## config.mk

```make
export PLATFORM = sky130hd
export DESIGN_NAME = i2cq_queues
export DESIGN_NICKNAME = d
export VERILOG_FILES = /design/src/rtl/i2cq_pkg.sv /design/src/rtl/i2cq_fifo.sv /design/src/rtl/i2cq_report.sv /design/src/rtl/i2cq_queues.sv
export SDC_FILE = /design/constraint.sdc
export NUM_CORES = 1
export LEC_CHECK = 0
export BUFFER_PORTS_ARGS = -buffer_cell sky130_fd_sc_hd__buf_2
export CAP_MARGIN = 0
export CORE_UTILIZATION = 35
export CTS_BUF_LIST = sky130_fd_sc_hd__clkbuf_16
export DETAILED_ROUTE_END_ITERATION = 7
export SETUP_SLACK_MARGIN = 0.05
export SYNTH_ARGS = -nofsm -noshare
export SYNTH_HDL_FRONTEND = slang
export SYNTH_SLANG_ARGS = --single-unit
export TNS_END_PERCENT = 10
```

## constraint.sdc

```tcl
create_clock -name clk -period 6.9 [get_ports clk]
set_input_delay 0.69 -clock clk [delete_from_list [all_inputs] [get_ports clk]]
set_output_delay 0.69 -clock clk [all_outputs]
set_load 0.02 [all_outputs]
```

## src/rtl/i2cq_pkg.sv

```systemverilog
package i2cq_pkg;

    localparam int unsigned QDEPTH   = 16;
    localparam int unsigned TXW      = 10;
    localparam int unsigned RXW      = 8;

    localparam int unsigned ST_TXFULL  = 4;
    localparam int unsigned ST_RXFULL  = 5;
    localparam int unsigned ST_RXEMPTY = 6;
    localparam int unsigned ST_TXEMPTY = 7;

    typedef enum logic [1:0] {
        Q_EMPTY = 2'd0,
        Q_PART  = 2'd1,
        Q_FULL  = 2'd2
    } qstate_e;

endpackage

```

## src/rtl/i2cq_fifo.sv

```systemverilog
module i2cq_fifo
    import i2cq_pkg::*;
#(
    parameter int unsigned W     = 8,
    parameter int unsigned DEPTH = 16
) (
    input  logic                        clk,
    input  logic                        rst_n,
    input  logic                        flush,
    input  logic                        push,
    input  logic [W-1:0]                wdata,
    input  logic                        pop,
    output logic [W-1:0]                head,
    output logic [$clog2(DEPTH):0]      count,
    output logic                        full,
    output logic                        empty
);
    localparam int unsigned AW = $clog2(DEPTH);
    localparam int unsigned CW = AW + 1;

    logic [W-1:0]  mem [DEPTH];
    logic [AW-1:0] wr_ptr, rd_ptr;
    logic [CW-1:0] cnt, cnt_nxt;
    qstate_e       st, st_nxt;
    logic          can_push, can_pop;
    logic          push_ok, pop_ok;

    function automatic logic [AW-1:0] ptr_step(input logic [AW-1:0] p);
        return (p == AW'(DEPTH - 1)) ? '0 : p + 1'b1;
    endfunction

    assign push_ok = push && !flush && can_push;
    assign pop_ok  = pop  && !flush && can_pop;

    always_comb begin
        cnt_nxt = cnt;
        if (push_ok && !pop_ok) cnt_nxt = cnt + 1'b1;
        if (pop_ok && !push_ok) cnt_nxt = cnt - 1'b1;
    end

    // next-state process
    always_comb begin
        st_nxt = st;
        unique case (st)
            Q_EMPTY: if (push_ok) st_nxt = Q_PART;
            Q_PART: begin
                if (push_ok && !pop_ok && cnt == CW'(DEPTH - 1)) st_nxt = Q_FULL;
                if (pop_ok && !push_ok && cnt == CW'(1))         st_nxt = Q_EMPTY;
            end
            Q_FULL:  if (pop_ok && !push_ok) st_nxt = Q_PART;
            default: st_nxt = Q_EMPTY;
        endcase
    end

    // state register
    always_ff @(posedge clk or negedge rst_n) begin
        if (!rst_n) begin
            st     <= Q_EMPTY;
            cnt    <= '0;
            wr_ptr <= '0;
            rd_ptr <= '0;
        end else if (flush) begin
            st     <= Q_EMPTY;
            cnt    <= '0;
            wr_ptr <= '0;
            rd_ptr <= '0;
        end else begin
            st  <= st_nxt;
            cnt <= cnt_nxt;
            if (push_ok) wr_ptr <= ptr_step(wr_ptr);
            if (pop_ok)  rd_ptr <= ptr_step(rd_ptr);
        end
    end

    always_ff @(posedge clk) begin
        if (push_ok) mem[wr_ptr] <= wdata;
    end

    // output process
    always_comb begin
        unique case (st)
            Q_EMPTY: begin empty = 1'b1; full = 1'b0; can_push = 1'b1; can_pop = 1'b0; end
            Q_PART:  begin empty = 1'b0; full = 1'b0; can_push = 1'b1; can_pop = 1'b1; end
            Q_FULL:  begin empty = 1'b0; full = 1'b1; can_push = 1'b0; can_pop = 1'b1; end
            default: begin empty = 1'b1; full = 1'b0; can_push = 1'b0; can_pop = 1'b0; end
        endcase
    end

    assign head  = mem[rd_ptr];
    assign count = cnt;

    AST_STATE_MATCHES_COUNT: assert property (@(posedge clk) disable iff (!rst_n)
        (empty == (cnt == '0)) && (full == (cnt == CW'(DEPTH))));
    AST_NO_OVERFLOW: assert property (@(posedge clk) disable iff (!rst_n)
        cnt <= CW'(DEPTH));
    AST_FULL_PUSH_DROPPED: assert property (@(posedge clk) disable iff (!rst_n)
        (full && push && !pop && !flush) |=> (cnt == CW'(DEPTH)));
    AST_FLUSH_EMPTIES: assert property (@(posedge clk) disable iff (!rst_n)
        flush |=> (cnt == '0 && empty));
    AST_BOTH_KEEP_COUNT: assert property (@(posedge clk) disable iff (!rst_n)
        (!empty && !full && push && pop && !flush) |=> $stable(cnt));
endmodule

```

## src/rtl/i2cq_report.sv

```systemverilog
module i2cq_report
    import i2cq_pkg::*;
#(
    parameter int unsigned DEPTH = 16
) (
    input  logic [$clog2(DEPTH):0]   tx_count,
    input  logic [$clog2(DEPTH):0]   rx_count,
    input  logic [$clog2(DEPTH)-1:0] thresh,
    output logic [$clog2(DEPTH)-1:0] tx_lvl,
    output logic [$clog2(DEPTH)-1:0] rx_lvl,
    output logic                     rx_evt,
    output logic                     tx_half
);
    localparam int unsigned AW   = $clog2(DEPTH);
    localparam int unsigned CW   = AW + 1;
    localparam int unsigned HALF = DEPTH / 2;

    function automatic logic [AW-1:0] zero_based(input logic [CW-1:0] c);
        logic [CW-1:0] m;
        m = (c == '0) ? '0 : c - 1'b1;
        return m[AW-1:0];
    endfunction

    assign tx_lvl  = zero_based(tx_count);
    assign rx_lvl  = zero_based(rx_count);
    assign rx_evt  = (rx_count == ({1'b0, thresh} + CW'(1)));
    assign tx_half = (tx_count <= CW'(HALF));
endmodule

```

## src/rtl/i2cq_queues.sv

```systemverilog
module i2cq_queues
    import i2cq_pkg::*;
(
    input  logic            clk,
    input  logic            rst_n,
    input  logic            tx_hold,
    input  logic            tx_push,
    input  logic [TXW-1:0]  tx_word,
    input  logic            tx_pop,
    output logic [TXW-1:0]  tx_head,
    input  logic            rx_push,
    input  logic [RXW-1:0]  rx_byte,
    input  logic            rx_pop,
    output logic [RXW-1:0]  rx_data,
    input  logic [$clog2(QDEPTH)-1:0] rx_thresh,
    output logic [$clog2(QDEPTH)-1:0] tx_level,
    output logic [$clog2(QDEPTH)-1:0] rx_level,
    output logic [7:0]      status,
    output logic            rx_mark_evt,
    output logic            tx_half_evt
);
    localparam int unsigned AW = $clog2(QDEPTH);
    localparam int unsigned CW = AW + 1;

    logic [CW-1:0]  tx_cnt, rx_cnt;
    logic           tx_full, tx_empty, rx_full, rx_empty;
    logic [RXW-1:0] rx_head;

    i2cq_fifo #(.W(TXW), .DEPTH(QDEPTH)) u_txq (
        .clk(clk), .rst_n(rst_n), .flush(tx_hold),
        .push(tx_push), .wdata(tx_word), .pop(tx_pop),
        .head(tx_head), .count(tx_cnt), .full(tx_full), .empty(tx_empty)
    );

    i2cq_fifo #(.W(RXW), .DEPTH(QDEPTH)) u_rxq (
        .clk(clk), .rst_n(rst_n), .flush(1'b0),
        .push(rx_push), .wdata(rx_byte), .pop(rx_pop),
        .head(rx_head), .count(rx_cnt), .full(rx_full), .empty(rx_empty)
    );

    i2cq_report #(.DEPTH(QDEPTH)) u_rep (
        .tx_count(tx_cnt), .rx_count(rx_cnt), .thresh(rx_thresh),
        .tx_lvl(tx_level), .rx_lvl(rx_level),
        .rx_evt(rx_mark_evt), .tx_half(tx_half_evt)
    );

    // receive data register: updated only by a pop that finds data
    always_ff @(posedge clk or negedge rst_n) begin
        if (!rst_n)                 rx_data <= '0;
        else if (rx_pop && !rx_empty) rx_data <= rx_head;
    end

    always_comb begin
        status             = '0;
        status[ST_TXFULL]  = tx_full;
        status[ST_RXFULL]  = rx_full;
        status[ST_RXEMPTY] = rx_empty;
        status[ST_TXEMPTY] = tx_empty;
    end

    AST_EMPTY_READ_HOLDS: assert property (@(posedge clk) disable iff (!rst_n)
        (rx_empty && rx_pop && !rx_push) |=> $stable(rx_data));
    AST_MARK_NEEDS_DATA: assert property (@(posedge clk) disable iff (!rst_n)
        rx_mark_evt |-> !rx_empty);
    AST_HOLD_GIVES_EMPTY: assert property (@(posedge clk) disable iff (!rst_n)
        tx_hold |=> (status[ST_TXEMPTY] && tx_half_evt));
endmodule

```

==> results.sh <==
export IMPL_fin_setup_tns_ps=0
export IMPL_post_cts_buffers=0
export IMPL_path_delay_family="flip-flops"
export IMPL_worst_pin_slew_ps=1220
export IMPL_drcViolationCount=0
export IMPL_rows=72
export IMPL_finalMaxSlewViolations=0
export IMPL_synth_edf_count=288
export IMPL_syn_area_um2=13800
export IMPL_critical_path_class="register to primary output"
export IMPL_drive_above_1_share=0.145
export IMPL_setup_viol=0
export IMPL_postPlaceCellArea_um2=14500
export IMPL_max_cap_violations=0
export IMPL_rsz0062_at_grt="no"
export IMPL_worst_endpoint_required_ps=6210
export IMPL_fmax_mhz=265
export IMPL_pin_count=65
export IMPL_synthCells=885
export IMPL_cts_buffer_depth=3
export IMPL_peakVddDrop_v=0.000265
export IMPL_wl_per_cell_um=18.6
export IMPL_critPathMaxFanout=26
export IMPL_synth_top_family_by_area="multiplexers"
export IMPL_port_buffers=60
export IMPL_antenna_left=0
export IMPL_p_per_area_nw_per_um2=337
export IMPL_grt_max_degree=69
export IMPL_final_cell_area_um2=15600
export IMPL_viasPerCell=5.04
export IMPL_die_x_um=200
export IMPL_clk_pin_slew_ps=60
export IMPL_synth_yosys_warnings=0
export IMPL_numCtsBuffers=36
export IMPL_cts_sinks=326
export IMPL_antenna_found_initial=1
export IMPL_ys_seq_elements=326
export IMPL_arrival_ps=3080
export IMPL_overflow=0
export IMPL_slowest_stage="dfrtp_1"
export IMPL_p_leak_nw=5.40
export IMPL_ys_types=49
export IMPL_slew_headroom=0.188
export IMPL_hold_violations=0
export IMPL_h_tree_depth=2
export IMPL_first_pass_iters=5
export IMPL_fp_dieH_um=200
export IMPL_cp_slowest_stage_delay_ps=1080
export IMPL_cp_cell_sequence="and2_1 > a221oi_1 > a22oi_1 > nand2_1 > buf_2"
export IMPL_whs_ps=245
export IMPL_coreArea_um2=38700
export IMPL_grt_pass1_vias=7594
export IMPL_postRouteWirelength_mm=27.6
export IMPL_ys_seq_area_frac=0.696
export IMPL_synthAdderAreaFrac=0.0263
export IMPL_cp_start_kind="register"
export IMPL_fillers=3584
export IMPL_cp_end_kind="primary output"
export IMPL_final_cell_mix="edfxtp_1, mux2i_1, buf_2"
export IMPL_skew_ps=12.8
export IMPL_critPathBufInv=1
export IMPL_clkLatencyLatePin_ps=530
export IMPL_track_usage=0.139
export IMPL_initial_core_util=0.356
export IMPL_synth_area_per_cell_um2=15.6
export IMPL_cts_tree="yes"
export IMPL_gp_congestion=0.792
export IMPL_root_buffer="clkbuf_16"
export IMPL_synth_compound_area_share=0.0599
export IMPL_period_share=0.547
export IMPL_async_reset_ff_frac=0.117
export IMPL_status="finished, final reports clean"
export IMPL_cts_resized=0
export IMPL_muxShareOfSynthArea=0.113
export IMPL_via_count=7480
export IMPL_cts_hold_buf=0
export IMPL_synthXorXnorAreaFrac=0.0108
export IMPL_drtIter0Drc=609
export IMPL_fin_crit_ps=3770
export IMPL_antenna_cells=0
export IMPL_hold_path_class="primary input to async pin"
export IMPL_synth_simple_area_share=0.0631
export IMPL_area_delta_synth_final_pct=12.9
export IMPL_synth_top_flop_cell="edfxtp_1"
export IMPL_final_common_cell="edfxtp_1"
export IMPL_die_area_um2=40200
export IMPL_fin_nets=1000
export IMPL_place_hpwl_mm=17.5
export IMPL_grt_first_pass_wirelength_mm=43.5
[logic make-up after synthesis]
logic type	Yosys count
fa+ha+maj	29
compound gates	122
other cells	1
xor+xnor	17
flops	326
buf+inv	75
mux	130
simple gates	185
[final cells by class]
| cell class | instances | area, µm² | area share |
|---|---|---|---|
| flip-flops and latches | 326 | 9610 | 0.618 |
| inverters | 24 | 90.1 | 0.00579 |
| well taps | 518 | 648 | 0.0417 |
| repair buffers | 67 | 353 | 0.0227 |
| clock inverters | 26 | 150 | 0.00965 |
| clock buffers | 37 | 926 | 0.0595 |
| multi-input cells | 487 | 3780 | 0.243 |
[metal layers]
layer	vias to the layer above	routed length (µm)	global-route usage
met1	3743	12800	0.196
met5	-	11	0
met3	48	1330	0.0268
met4	2	683	0.0521
li1	3500	-	-
met2	187	12700	0.213
[flip-flops by register name, indices dropped and copies added (netlist names), 5 cells and up]
signal,cells
u_rxq.mem,128
rx_data,8
u_rxq.count,5
u_txq.count,5
u_txq.mem,160
[synth_stat cells (2+ instances only)]
cell type / count / area (µm²)
a211oi_1: 3 / 22.5
a21o_1: 2 / 15.0
a21oi_1: 22 / 110
a221oi_1: 20 / 175
a22oi_1: 35 / 263
a311oi_1: 3 / 26.3
and2_1: 17 / 106
and3_1: 8 / 50.1
buf_2: 20 / 100
buf_4: 14 / 105
buf_6: 3 / 33.8
buf_8: 2 / 30.0
clkbuf_1: 11 / 41.3
dfrtp_1: 38 / 951
edfxtp_1: 288 / 8650
ha_1: 29 / 363
inv_1: 22 / 82.6
mux2i_1: 109 / 1090
mux4_2: 20 / 450
nand2_1: 59 / 221
nand2b_1: 3 / 18.8
nand3_1: 28 / 140
nand4_1: 8 / 50.1
nor2_1: 40 / 150
nor2b_1: 6 / 37.5
nor3_1: 8 / 40.0
nor4_1: 3 / 18.8
o21ai_0: 25 / 125
o22ai_1: 3 / 18.8
or3_1: 2 / 12.5
xnor2_1: 12 / 105
xor2_1: 5 / 43.8
[final timing paths]
path | from | to | slack, ps | depth (start not counted)
setup / recovery | u_txq.rd_ptr[1]$_DFFE_PN0P_ | tx_head[0] | 3130 | 5
hold / removal | rst_n | u_txq.count[3]$_DFFE_PN0P_ | 240 | 2
setup reg to reg | u_rxq.st[0]$_DFFE_PN0P_ | u_rxq.st[0]$_DFFE_PN0P_ | 3970 | 9
hold reg to reg | rx_data[2]$_DFFE_PN0P_ | rx_data[2]$_DFFE_PN0P_ | 490 | 2
max in group asynchronous | rst_n | u_rxq.rd_ptr[1]$_DFFE_PN0P_ | 6170 | 2
min in group clk | rx_data[2]$_DFFE_PN0P_ | rx_data[2]$_DFFE_PN0P_ | 490 | 2
[where the power goes]
group	internal, W	switching (W)
logic	0.000408	0.000660
clock network	0.00101	0.000749
registers	0.00229	0.000121
[per-stage QoR]
stage	cells	utilization	total power (W)	setup WS, ps
after floorplan	888	-	0.00323	3810
after global placement	1422	0.374	0.00352	3540
after detailed placement	1422	0.374	0.00353	3450
after CTS	1485	0.402	0.00529	2880
after global routing	1485	0.402	0.00548	2860
final	1485	0.402	0.00524	3130
(Power assumes the default switching activity.)
